$ cat config.mk
export PLATFORM = sky130hd
export DESIGN_NAME = lookahead_fetch_buffer
export DESIGN_NICKNAME = d
export VERILOG_FILES = /design/src/rtl/lfb_pkg.sv /design/src/rtl/lfb_branch_scan.sv /design/src/rtl/lfb_slot_queue.sv /design/src/rtl/lfb_fetch_ctl.sv /design/src/rtl/lookahead_fetch_buffer.sv
export SDC_FILE = /design/constraint.sdc
export NUM_CORES = 1
export LEC_CHECK = 0
export BUFFER_PORTS_ARGS = -buffer_cell sky130_fd_sc_hd__buf_2
export CAP_MARGIN = 20
export CORE_UTILIZATION = 55
export CTS_BUF_LIST = sky130_fd_sc_hd__clkbuf_4 sky130_fd_sc_hd__clkbuf_8 sky130_fd_sc_hd__clkbuf_16
export CTS_CLUSTER_DIAMETER = 50
export DETAILED_ROUTE_END_ITERATION = 8
export PLACE_DENSITY_LB_ADDON = 0.3
export SLEW_MARGIN = 20
export SYNTH_ARGS = -nofsm -noshare
export SYNTH_HDL_FRONTEND = slang
export SYNTH_HIERARCHICAL = 1
export SYNTH_SLANG_ARGS = --single-unit
export TNS_END_PERCENT = 30
$ cat constraint.sdc
create_clock -name clk -period 2.7 [get_ports clk]
set_input_delay 0.405 -clock clk [delete_from_list [all_inputs] [get_ports clk]]
set_output_delay 0.405 -clock clk [all_outputs]
set_load 0.03 [all_outputs]
$ cat src/rtl/lfb_pkg.sv
package lfb_pkg;

    localparam int XLEN = 32;

    localparam logic [5:0] OPC_JUMP  = 6'h12;
    localparam logic [5:0] OPC_BCOND = 6'h10;

    typedef enum logic [1:0] {
        BK_NONE,
        BK_JUMP,
        BK_COND
    } br_kind_e;

    typedef struct packed {
        logic [XLEN-1:0] pc;
        logic [XLEN-1:0] instr;
        logic            pred_taken;
    } slot_t;

    function automatic br_kind_e classify(input logic [XLEN-1:0] w);
        br_kind_e k;
        if (w[31:26] == OPC_JUMP)       k = BK_JUMP;
        else if (w[31:26] == OPC_BCOND) k = BK_COND;
        else                            k = BK_NONE;
        return k;
    endfunction

    // Target = branch address + 4 * signed 26-bit word offset
    function automatic logic [XLEN-1:0] branch_target(input logic [XLEN-1:0] pc,
                                                      input logic [XLEN-1:0] w);
        return pc + {{4{w[25]}}, w[25:0], 2'b00};
    endfunction

endpackage

$ cat src/rtl/lfb_branch_scan.sv
module lfb_branch_scan
    import lfb_pkg::*;
(
    input  logic [XLEN-1:0] word_i,
    input  logic [XLEN-1:0] pc_i,
    input  logic            cond_known_i,
    input  logic            cond_taken_i,
    output logic            keep_o,
    output logic            pred_taken_o,
    output logic            redirect_o,
    output logic [XLEN-1:0] redirect_pc_o
);

    br_kind_e kind;
    logic     backward;

    always_comb begin
        kind          = classify(word_i);
        backward      = word_i[25];
        redirect_pc_o = branch_target(pc_i, word_i);
        keep_o        = 1'b1;
        pred_taken_o  = 1'b0;
        redirect_o    = 1'b0;
        unique case (kind)
            BK_JUMP: begin
                // folded: steer fetch, never occupy a slot
                keep_o     = 1'b0;
                redirect_o = 1'b1;
            end
            BK_COND: begin
                if (cond_known_i) begin
                    keep_o     = 1'b0;
                    redirect_o = cond_taken_i;
                end else begin
                    // static rule: backward taken, forward not taken
                    pred_taken_o = backward;
                    redirect_o   = backward;
                end
            end
            default: ;
        endcase
    end

endmodule

$ cat src/rtl/lfb_slot_queue.sv
module lfb_slot_queue
    import lfb_pkg::*;
#(
    parameter int DEPTH = 6
) (
    input  logic clk,
    input  logic rst,
    input  logic flush_i,
    input  logic push_i,
    input  slot_t push_data_i,
    input  logic pop_i,
    output slot_t head_o,
    output logic head_valid_o,
    output logic [$clog2(DEPTH+1)-1:0] count_o
);

    localparam int PTR_W = (DEPTH > 1) ? $clog2(DEPTH) : 1;
    localparam int CNT_W = $clog2(DEPTH + 1);

    logic [PTR_W-1:0] wr_ptr, rd_ptr;
    logic [CNT_W-1:0] count;
    slot_t            rd_view [DEPTH];

    function automatic logic [PTR_W-1:0] step_ptr(input logic [PTR_W-1:0] p);
        return (p == PTR_W'(DEPTH - 1)) ? '0 : p + 1'b1;
    endfunction

    for (genvar s = 0; s < DEPTH; s++) begin : g_slot
        slot_t q;
        always_ff @(posedge clk) begin
            if (rst) begin
                q <= '0;
            end else if (push_i && !flush_i && wr_ptr == PTR_W'(s)) begin
                q <= push_data_i;
            end
        end
        assign rd_view[s] = q;
    end

    always_ff @(posedge clk) begin
        if (rst || flush_i) begin
            wr_ptr <= '0;
            rd_ptr <= '0;
            count  <= '0;
        end else begin
            if (push_i) wr_ptr <= step_ptr(wr_ptr);
            if (pop_i)  rd_ptr <= step_ptr(rd_ptr);
            unique case ({push_i, pop_i})
                2'b10:   count <= count + 1'b1;
                2'b01:   count <= count - 1'b1;
                default: count <= count;
            endcase
        end
    end

    assign head_o       = rd_view[rd_ptr];
    assign head_valid_o = (count != '0);
    assign count_o      = count;

endmodule

$ cat src/rtl/lfb_fetch_ctl.sv
module lfb_fetch_ctl
    import lfb_pkg::*;
#(
    parameter int              DEPTH    = 6,
    parameter int              TAG_W    = 3,
    parameter logic [XLEN-1:0] RESET_PC = '0
) (
    input  logic                        clk,
    input  logic                        rst,
    input  logic [$clog2(DEPTH+1)-1:0]  occupancy_i,
    input  logic                        redir_i,
    input  logic [XLEN-1:0]             redir_pc_i,
    input  logic                        rsp_valid_i,
    input  logic                        rsp_accept_i,
    output logic                        fetch_req_o,
    output logic [XLEN-1:0]             fetch_addr_o,
    output logic [TAG_W-1:0]            fetch_tag_o,
    output logic [XLEN-1:0]             resp_pc_o,
    output logic [$clog2(DEPTH+1)-1:0]  inflight_o
);

    localparam int CNT_W = $clog2(DEPTH + 1);

    logic [XLEN-1:0]  fetch_pc, resp_pc;
    logic [TAG_W-1:0] tag;
    logic [CNT_W-1:0] inflight;
    logic [CNT_W:0]   committed;
    logic             room;

    // slots are reserved at request time, so every answer has a place
    assign committed   = {1'b0, occupancy_i} + {1'b0, inflight};
    assign room        = committed < (CNT_W + 1)'(DEPTH);
    assign fetch_req_o = room && !redir_i;

    always_ff @(posedge clk) begin
        if (rst) begin
            fetch_pc <= RESET_PC;
            resp_pc  <= RESET_PC;
            tag      <= '0;
            inflight <= '0;
        end else begin
            unique case ({fetch_req_o, rsp_valid_i})
                2'b10:   inflight <= inflight + 1'b1;
                2'b01:   inflight <= inflight - 1'b1;
                default: inflight <= inflight;
            endcase
            if (redir_i) begin
                fetch_pc <= redir_pc_i;
                resp_pc  <= redir_pc_i;
                tag      <= tag + 1'b1;
            end else begin
                if (fetch_req_o)  fetch_pc <= fetch_pc + XLEN'(4);
                if (rsp_accept_i) resp_pc  <= resp_pc + XLEN'(4);
            end
        end
    end

    assign fetch_addr_o = fetch_pc;
    assign fetch_tag_o  = tag;
    assign resp_pc_o    = resp_pc;
    assign inflight_o   = inflight;

endmodule

$ cat src/rtl/lookahead_fetch_buffer.sv
module lookahead_fetch_buffer
    import lfb_pkg::*;
#(
    parameter int              DEPTH    = 6,
    parameter int              TAG_W    = 3,
    parameter logic [XLEN-1:0] RESET_PC = '0
) (
    input  logic             clk,
    input  logic             rst,
    output logic             fetch_req_o,
    output logic [XLEN-1:0]  fetch_addr_o,
    output logic [TAG_W-1:0] fetch_tag_o,
    input  logic             rsp_valid_i,
    input  logic [XLEN-1:0]  rsp_data_i,
    input  logic [TAG_W-1:0] rsp_tag_i,
    input  logic             cond_known_i,
    input  logic             cond_taken_i,
    output logic             issue_valid_o,
    input  logic             issue_ready_i,
    output logic [XLEN-1:0]  issue_instr_o,
    output logic [XLEN-1:0]  issue_pc_o,
    output logic             issue_pred_o,
    input  logic             redirect_valid_i,
    input  logic [XLEN-1:0]  redirect_pc_i
);

    localparam int CNT_W = $clog2(DEPTH + 1);

    logic [CNT_W-1:0] occupancy;
    logic [CNT_W-1:0] inflight;
    logic [XLEN-1:0]  resp_pc;
    logic             rsp_accept;
    logic             scan_keep, scan_pred, scan_redir;
    logic [XLEN-1:0]  scan_target;
    logic             redir;
    logic [XLEN-1:0]  redir_pc;
    logic             push, pop, head_valid;
    slot_t            push_slot, head_slot;

    // stale path words are dropped; a flush cycle accepts nothing
    assign rsp_accept = rsp_valid_i && (rsp_tag_i == fetch_tag_o) && !redirect_valid_i;

    lfb_branch_scan u_scan (
        .word_i        (rsp_data_i),
        .pc_i          (resp_pc),
        .cond_known_i  (cond_known_i),
        .cond_taken_i  (cond_taken_i),
        .keep_o        (scan_keep),
        .pred_taken_o  (scan_pred),
        .redirect_o    (scan_redir),
        .redirect_pc_o (scan_target)
    );

    assign push      = rsp_accept && scan_keep;
    assign push_slot = '{pc: resp_pc, instr: rsp_data_i, pred_taken: scan_pred};
    assign redir     = redirect_valid_i || (rsp_accept && scan_redir);
    assign redir_pc  = redirect_valid_i ? redirect_pc_i : scan_target;

    lfb_fetch_ctl #(
        .DEPTH    (DEPTH),
        .TAG_W    (TAG_W),
        .RESET_PC (RESET_PC)
    ) u_fetch (
        .clk          (clk),
        .rst          (rst),
        .occupancy_i  (occupancy),
        .redir_i      (redir),
        .redir_pc_i   (redir_pc),
        .rsp_valid_i  (rsp_valid_i),
        .rsp_accept_i (rsp_accept),
        .fetch_req_o  (fetch_req_o),
        .fetch_addr_o (fetch_addr_o),
        .fetch_tag_o  (fetch_tag_o),
        .resp_pc_o    (resp_pc),
        .inflight_o   (inflight)
    );

    lfb_slot_queue #(
        .DEPTH (DEPTH)
    ) u_queue (
        .clk          (clk),
        .rst          (rst),
        .flush_i      (redirect_valid_i),
        .push_i       (push),
        .push_data_i  (push_slot),
        .pop_i        (pop),
        .head_o       (head_slot),
        .head_valid_o (head_valid),
        .count_o      (occupancy)
    );

    assign issue_valid_o = head_valid && !redirect_valid_i;
    assign pop           = issue_valid_o && issue_ready_i;
    assign issue_instr_o = head_slot.instr;
    assign issue_pc_o    = head_slot.pc;
    assign issue_pred_o  = head_slot.pred_taken;

endmodule

==> reports/metrics.cfg, run 1 <==
[run_status]
status=complete, but fails checks
violations=negative setup slack

[worst_hold_path]
holdPathStages=3
hold_class=in -> reg

[grt]
grt_max_degree=93
overflow=0
grt_pass1_wl_um=111000
grt_pass1_vias=20135
antenna_found_initial=5
grt.total_usage_pct=31.3

[logic_synthesis]
synth_edf_count=0
postSynthRegisterBits=469
yosysUniqueCellTypes=81
synthCells=2585
async_flop_share_pct=0
yosysSeqAreaShare_pct=38.1
synth_nets=2700
syn_area_um2=24700
avgSynthCellArea_um2=9.54
yosys_warnings=6
synth_top_flop_cell=dfxtp_1

[worst_setup_path]
endpoint_kind=output pin
startpoint=u_queue/count_o[0]
start_kind=flip-flop
critPathMaxFanout=2
r2r_start=u_queue/count_o[0]
crit_required_ps=2300
r2r_cells=13
setup.worst_path.class=reg -> out
r2r-end=u_fetch/inflight_o[2]
arrival_ps=2520
regToRegSetupSlack_ps=-120
endpoint=fetch_req_o

[floorplanning]
die_width_um=214
row_count=77
core_um2=44200
fp.dieArea_um2=45700
num_io_pins=176
start_util_pct=55.8
die_h_um=214

[sta]
tightest_slew_ps=744
maxSlewViolCount=0
setup_violations=9
worst_hold_slack_ps=104
fin_ws_ps=-227
hold_viol=0
relSlewSlack_pct=50.4
fin_crit_sh_pct=108
skew_ps=23.8
clock.fmax_mhz=342
rsz0062_at_grt=true
period_minus_slack_ps=2930

[cells_and_area]
final_util_pct=69.0
regArea_um2=9410
drive_above_1_share_pct=26.5
fill_cells=3209
layout.nets=3014
instances_no_fill=3533
final_cell_mix=dfxtp_1, mux2i_1, nand2b_1
multiInputGateArea_um2=14700
areaGrowthSynthToFinish_pct=23.7
final_common_cell=dfxtp_1

[place]
hpwl_um=48400
gp_congestion=0.922
port_buffers=175
dp_slack_ps=-385
dp_cells=3410

[routing]
viasPerCell=5.84
drc=0
ant_nets=0
drt_first_iter_violations=1724
drt_first_pass_iters=6
vias=20629
routed_wl_um=72700
wl_per_cell_um=20.6

[clock_tree]
cts_hold_buf=0
cts_max_level=2
clock_latency_ps=610
cts_max_path_buffers=3
clk_pin_slew_worst_paths_ps=60
ctsRootBufferMaster=clkbuf_16
cts_buffers=52
clock-sinks=469
tritoncts=yes

[power]
ir_drop_uv=458
p_per_area_nw_per_um2=574
p_leak_uw=0.0131
power.total_uw=17500

[flow_run]
maxCapViolCount=0

-- cell families (layout without fill, tap and decap cells) --
kind of cell             Yosys count  in the layout  share of synthesized area, %
XOR/XNOR                          79             79                          2.81
buffers and inverters            237            591                          4.55
multiplexers                     559            559                          23.6
other                              0              2                             0
AO/OA/AOI/OAI                    340            340                          9.59
AND/OR/NAND/NOR                  860            860                          19.2
adder cells (fa/ha/maj)           41             41                          2.20
flip-flops                       469            469                          38.1
-- metrics by stage --
step           area [um2]  setup TNS, ps
6_report            30500           -598
5_1_grt             30500          -2000
4_1_cts             30100           -489
3_5_place_dp        27800         -10830
3_3_place_gp        27800          -8380
2_1_floorplan       24700              0
-- worst min path at each step --
stage,start,endpoint,slack (ps)
2_1_floorplan,u_queue/g_slot[3].q[0],u_queue/g_slot[3].q[0],440
3_3_place_gp,u_queue/g_slot[3].q[41],u_queue/g_slot[3].q[41],440
3_5_place_dp,u_queue/g_slot[3].q[41],u_queue/g_slot[3].q[41],450
4_1_cts,rsp_data_i[27],u_queue/g_slot[3].q[28],80
5_1_grt,rsp_data_i[27],u_queue/g_slot[3].q[28],110
6_report,rsp_data_i[27],u_queue/g_slot[3].q[28],100
-- where the power goes --
part | total (uW) | internal (uW) | switching [uW]
logic | 2460 | 1150 | 1310
registers | 7170 | 7030 | 136
clock network | 7880 | 4890 | 2990
total | 17500 | 13100 | 4440
-- state kept, by name, indices dropped and copies added, names as in the netlist --
name,flops
u_fetch/fetch_addr_o,32
u_fetch/fetch_tag_o,3
u_fetch/inflight_o,3
u_fetch/resp_pc_o,32
u_queue/count_o,3
u_queue/g_slot.q,390
u_queue/rd_ptr,3
u_queue/wr_ptr,3
-- repair_timing --
item	4_1_cts	5_1_grt
endpoints found under the setup margin	73	169
pin swaps	14	45
gates resized for setup	47	97
buffers inserted	18	8
cloned	2	0
-- area by class of cell --
type	instances	area share, %
multi-input combinational	1879	48.3
clock inverter	23	1.21
timing repair buffer	449	11.5
inverter	48	0.599
sequential	469	30.8
tap	592	2.43
antenna	2	0.0164
clock buffer	71	5.09
-- critical path, cell delays in order, from the launching register on --
cell	delay, ps
dfxtp_4	350
and2_4	130
fa_1	460
nor2b_4	160
o21ai_4	130
nand4b_1	180
nand2b_4	200
buf_6	110
inv_4	60
buf_6	130
-- synth_stat cells (4+ instances only) --
cell	number	area (um2)
and2_1	12	75.1
ha_1	37	463
nand2b_1	400	2500
buf_1	22	82.6
a21oi_1	123	616
o21ai_0	17	85.1
mux2_2	72	811
a211oi_1	11	82.6
o21a_1	14	105
fa_1	4	80.1
dfxtp_1	469	9390
buf_2	48	240
nor2_1	49	184
o31a_1	15	131
o31ai_1	4	30.0
or3_1	5	31.3
o21bai_1	4	30.0
clkbuf_1	88	330
buf_6	12	135
mux2i_1	460	4600
a21o_1	7	52.6
o21ai_1	5	25.0
a21boi_0	36	270
xnor2_1	40	350
nand3_1	32	160
inv_1	48	180
mux2_4	27	405
and3_1	12	75.1
nor2b_1	8	50.1
and4_1	8	70.1
o221ai_1	65	569
a31oi_1	6	37.5
nand4_1	28	175
xor2_1	39	342
nand2_1	249	935
nor4_1	9	56.3
buf_4	15	113
nor3_1	19	95.1
-- metal layers --
metal	track usage [%]	share of wire [%]	vias to the layer above
met5	0	0.037	-
met4	11.9	3.6	4
met3	4.17	6.2	152
met2	50.4	46	771
met1	42.6	44	10076
li1	-	-	9626
(Power assumes the default switching activity.)
==> run 2, diff against run 1 <==
--- a/config.mk
+++ b/config.mk
@@ -7,7 +7,7 @@
 export LEC_CHECK = 0
 export BUFFER_PORTS_ARGS = -buffer_cell sky130_fd_sc_hd__buf_2
 export CAP_MARGIN = 20
-export CORE_UTILIZATION = 55
+export CORE_UTILIZATION = 61
 export CTS_BUF_LIST = sky130_fd_sc_hd__clkbuf_4 sky130_fd_sc_hd__clkbuf_8 sky130_fd_sc_hd__clkbuf_16
 export CTS_CLUSTER_DIAMETER = 50
 export DETAILED_ROUTE_END_ITERATION = 8
==> constraint.sdc (replaced) <==
create_clock -name clk -period 2.9 [get_ports clk]
set_input_delay 0.435 -clock clk [delete_from_list [all_inputs] [get_ports clk]]
set_output_delay 0.435 -clock clk [all_outputs]
set_load 0.03 [all_outputs]
==> reports/metrics.cfg, run 2 (same netlist as run 1, synthesis figures left out) <==
[sta]
fin_setup_tns_ps=-15.9
skew_ps=14.2
clock.fmax_mhz=343
fin_ws_ps=-15.9
fin_crit_sh_pct=101
setup_violations=1
relSlewSlack_pct=58.1
rsz0062_at_grt=true
period_minus_slack_ps=2920
tightest_slew_ps=629
maxSlewViolCount=0
hold_viol=0

[worst_setup_path]
r2r-end=u_fetch/inflight_o[2]
start_kind=flip-flop
r2r_cells=12
endpoint_kind=output pin
setup.worst_path.class=reg -> out
regToRegSetupSlack_ps=20
arrival_ps=2480
r2r_start=u_queue/count_o[0]
crit_required_ps=2470
critPathMaxFanout=2

[power]
p_per_area_nw_per_um2=535
p_leak_uw=0.0126
ir_drop_uv=517

[cells_and_area]
layout.nets=2935
areaGrowthSynthToFinish_pct=18.3
instances_no_fill=3385
fill_cells=2940
top_register=u_queue/g_slot.q
fin_area_um2=29200
final_common_cell=dfxtp_1
final_cell_mix=dfxtp_1, mux2i_1, nand2b_1
drive_above_1_share_pct=21.9
largest_reg_flops=390

[clock_tree]
cts_max_level=2
cts_max_path_buffers=3
ctsRootBufferMaster=clkbuf_16
clock-sinks=469
cts_buffers=52
cts_hold_buf=0
clock_latency_ps=600
clk_pin_slew_worst_paths_ps=60
tritoncts=yes

[floorplanning]
num_io_pins=176
row_count=73
start_util_pct=61.9
fp.dieArea_um2=41200
die_h_um=203
die_width_um=203
core_um2=39800

[grt]
grt.total_usage_pct=33.4
overflow=0
antenna_found_initial=1
grt_pass1_vias=20195
grt_max_degree=132
grt_pass1_wl_um=109000

[worst_hold_path]
min-delay-start=rsp_data_i[30]
min_to=u_queue/g_slot[3].q[31]
hold_class=in -> reg
holdPathStages=3

[run_status]
status=complete, but fails checks
violations=negative setup slack

[place]
dp_cells=3289
dp_slack_ps=-225
hpwl_um=46700
gp_congestion=0.920
port_buffers=175
dpl_cell_area_um2=27200

[flow_run]
maxCapViolCount=0

[routing]
ant_nets=0
drt_first_pass_iters=5
drt_first_iter_violations=1666
vias=20111
routed_wl_um=69800
drc=0
viasPerCell=5.94
wl_per_cell_um=20.6

## run 2: cell types whose count changed in the layout (fill, tap and decap cells not counted), sizes merged
cell	delta
buf	-77
bufinv	-4
clkinv	+4
clkbuf	-3
bufbuf	-2
clkinvlp	+2
diode	-1
## run 2: stage by stage
stage	hold WS (ps)	power (uW)	util (%)
after floorplan	436	7990	-
after global placement	440	8710	68.3
after detailed placement	447	8740	68.3
after CTS	104	15600	72.9
after global routing	110	16100	73.2
final	121	15600	73.2
## run 2: critical path: stages, from the launching register on
cell,delay [ps]
dfxtp_1,310
and2_4,150
fa_1,500
nor2b_4,150
o21ai_2,120
nand4b_1,160
nand2b_4,190
buf_6,110
inv_4,60
buf_6,130
## run 2: repair_timing
action                                  CTS  global route
setup buffers                             1             1
resized for setup                         8            30
endpoints found under the setup margin    6            25
pin swaps                                 1             7
## run 2: layout make-up
| class | instances | area, um2 | area share [%] |
|---|---|---|---|
| sequential | 469 | 9400 | 32.2 |
| multi-input combinational | 1879 | 14300 | 49.1 |
| inverter | 48 | 183 | 0.626 |
| tap | 525 | 657 | 2.25 |
| antenna | 1 | 2.50 | 0.00858 |
| clock inverter | 25 | 285 | 0.978 |
| timing repair buffer | 370 | 2800 | 9.59 |
| clock buffer | 68 | 1510 | 5.18 |
## run 2: worst max-delay path by stage
stage / startpoint / endpoint / slack (ps) / cells after the start
detailed placement: rsp_data_i[0] / u_fetch/resp_pc_o[28] / -230 / 16
global placement: rsp_data_i[0] / u_fetch/resp_pc_o[28] / -190 / 16
global route: u_fetch/inflight_o[0] / fetch_req_o / -80 / 9
floorplan: rsp_data_i[26] / u_fetch/inflight_o[2] / 9 / 15
finish: u_queue/count_o[0] / fetch_req_o / -20 / 9
CTS: u_queue/count_o[0] / fetch_req_o / -40 / 9
## run 2: where the power goes
part / total, uW / leakage (uW) / internal (uW) / switching (uW)
Clock: 6890 / 0.000888 / 4120 / 2770
Sequential: 6670 / 0.00380 / 6550 / 124
Combinational: 2030 / 0.00787 / 919 / 1110
## run 2: layer usage
metal / wire length (um) / part of all wire (%) / track usage (%) / up-vias
met5: 0 / 0 / 0 / -
met4: 2570 / 3.7 / 13.6 / 0
met3: 4610 / 6.6 / 5.23 / 138
met2: 32100 / 46 / 54.0 / 717
met1: 30500 / 44 / 44.6 / 9775
li1: - / - / - / 9481
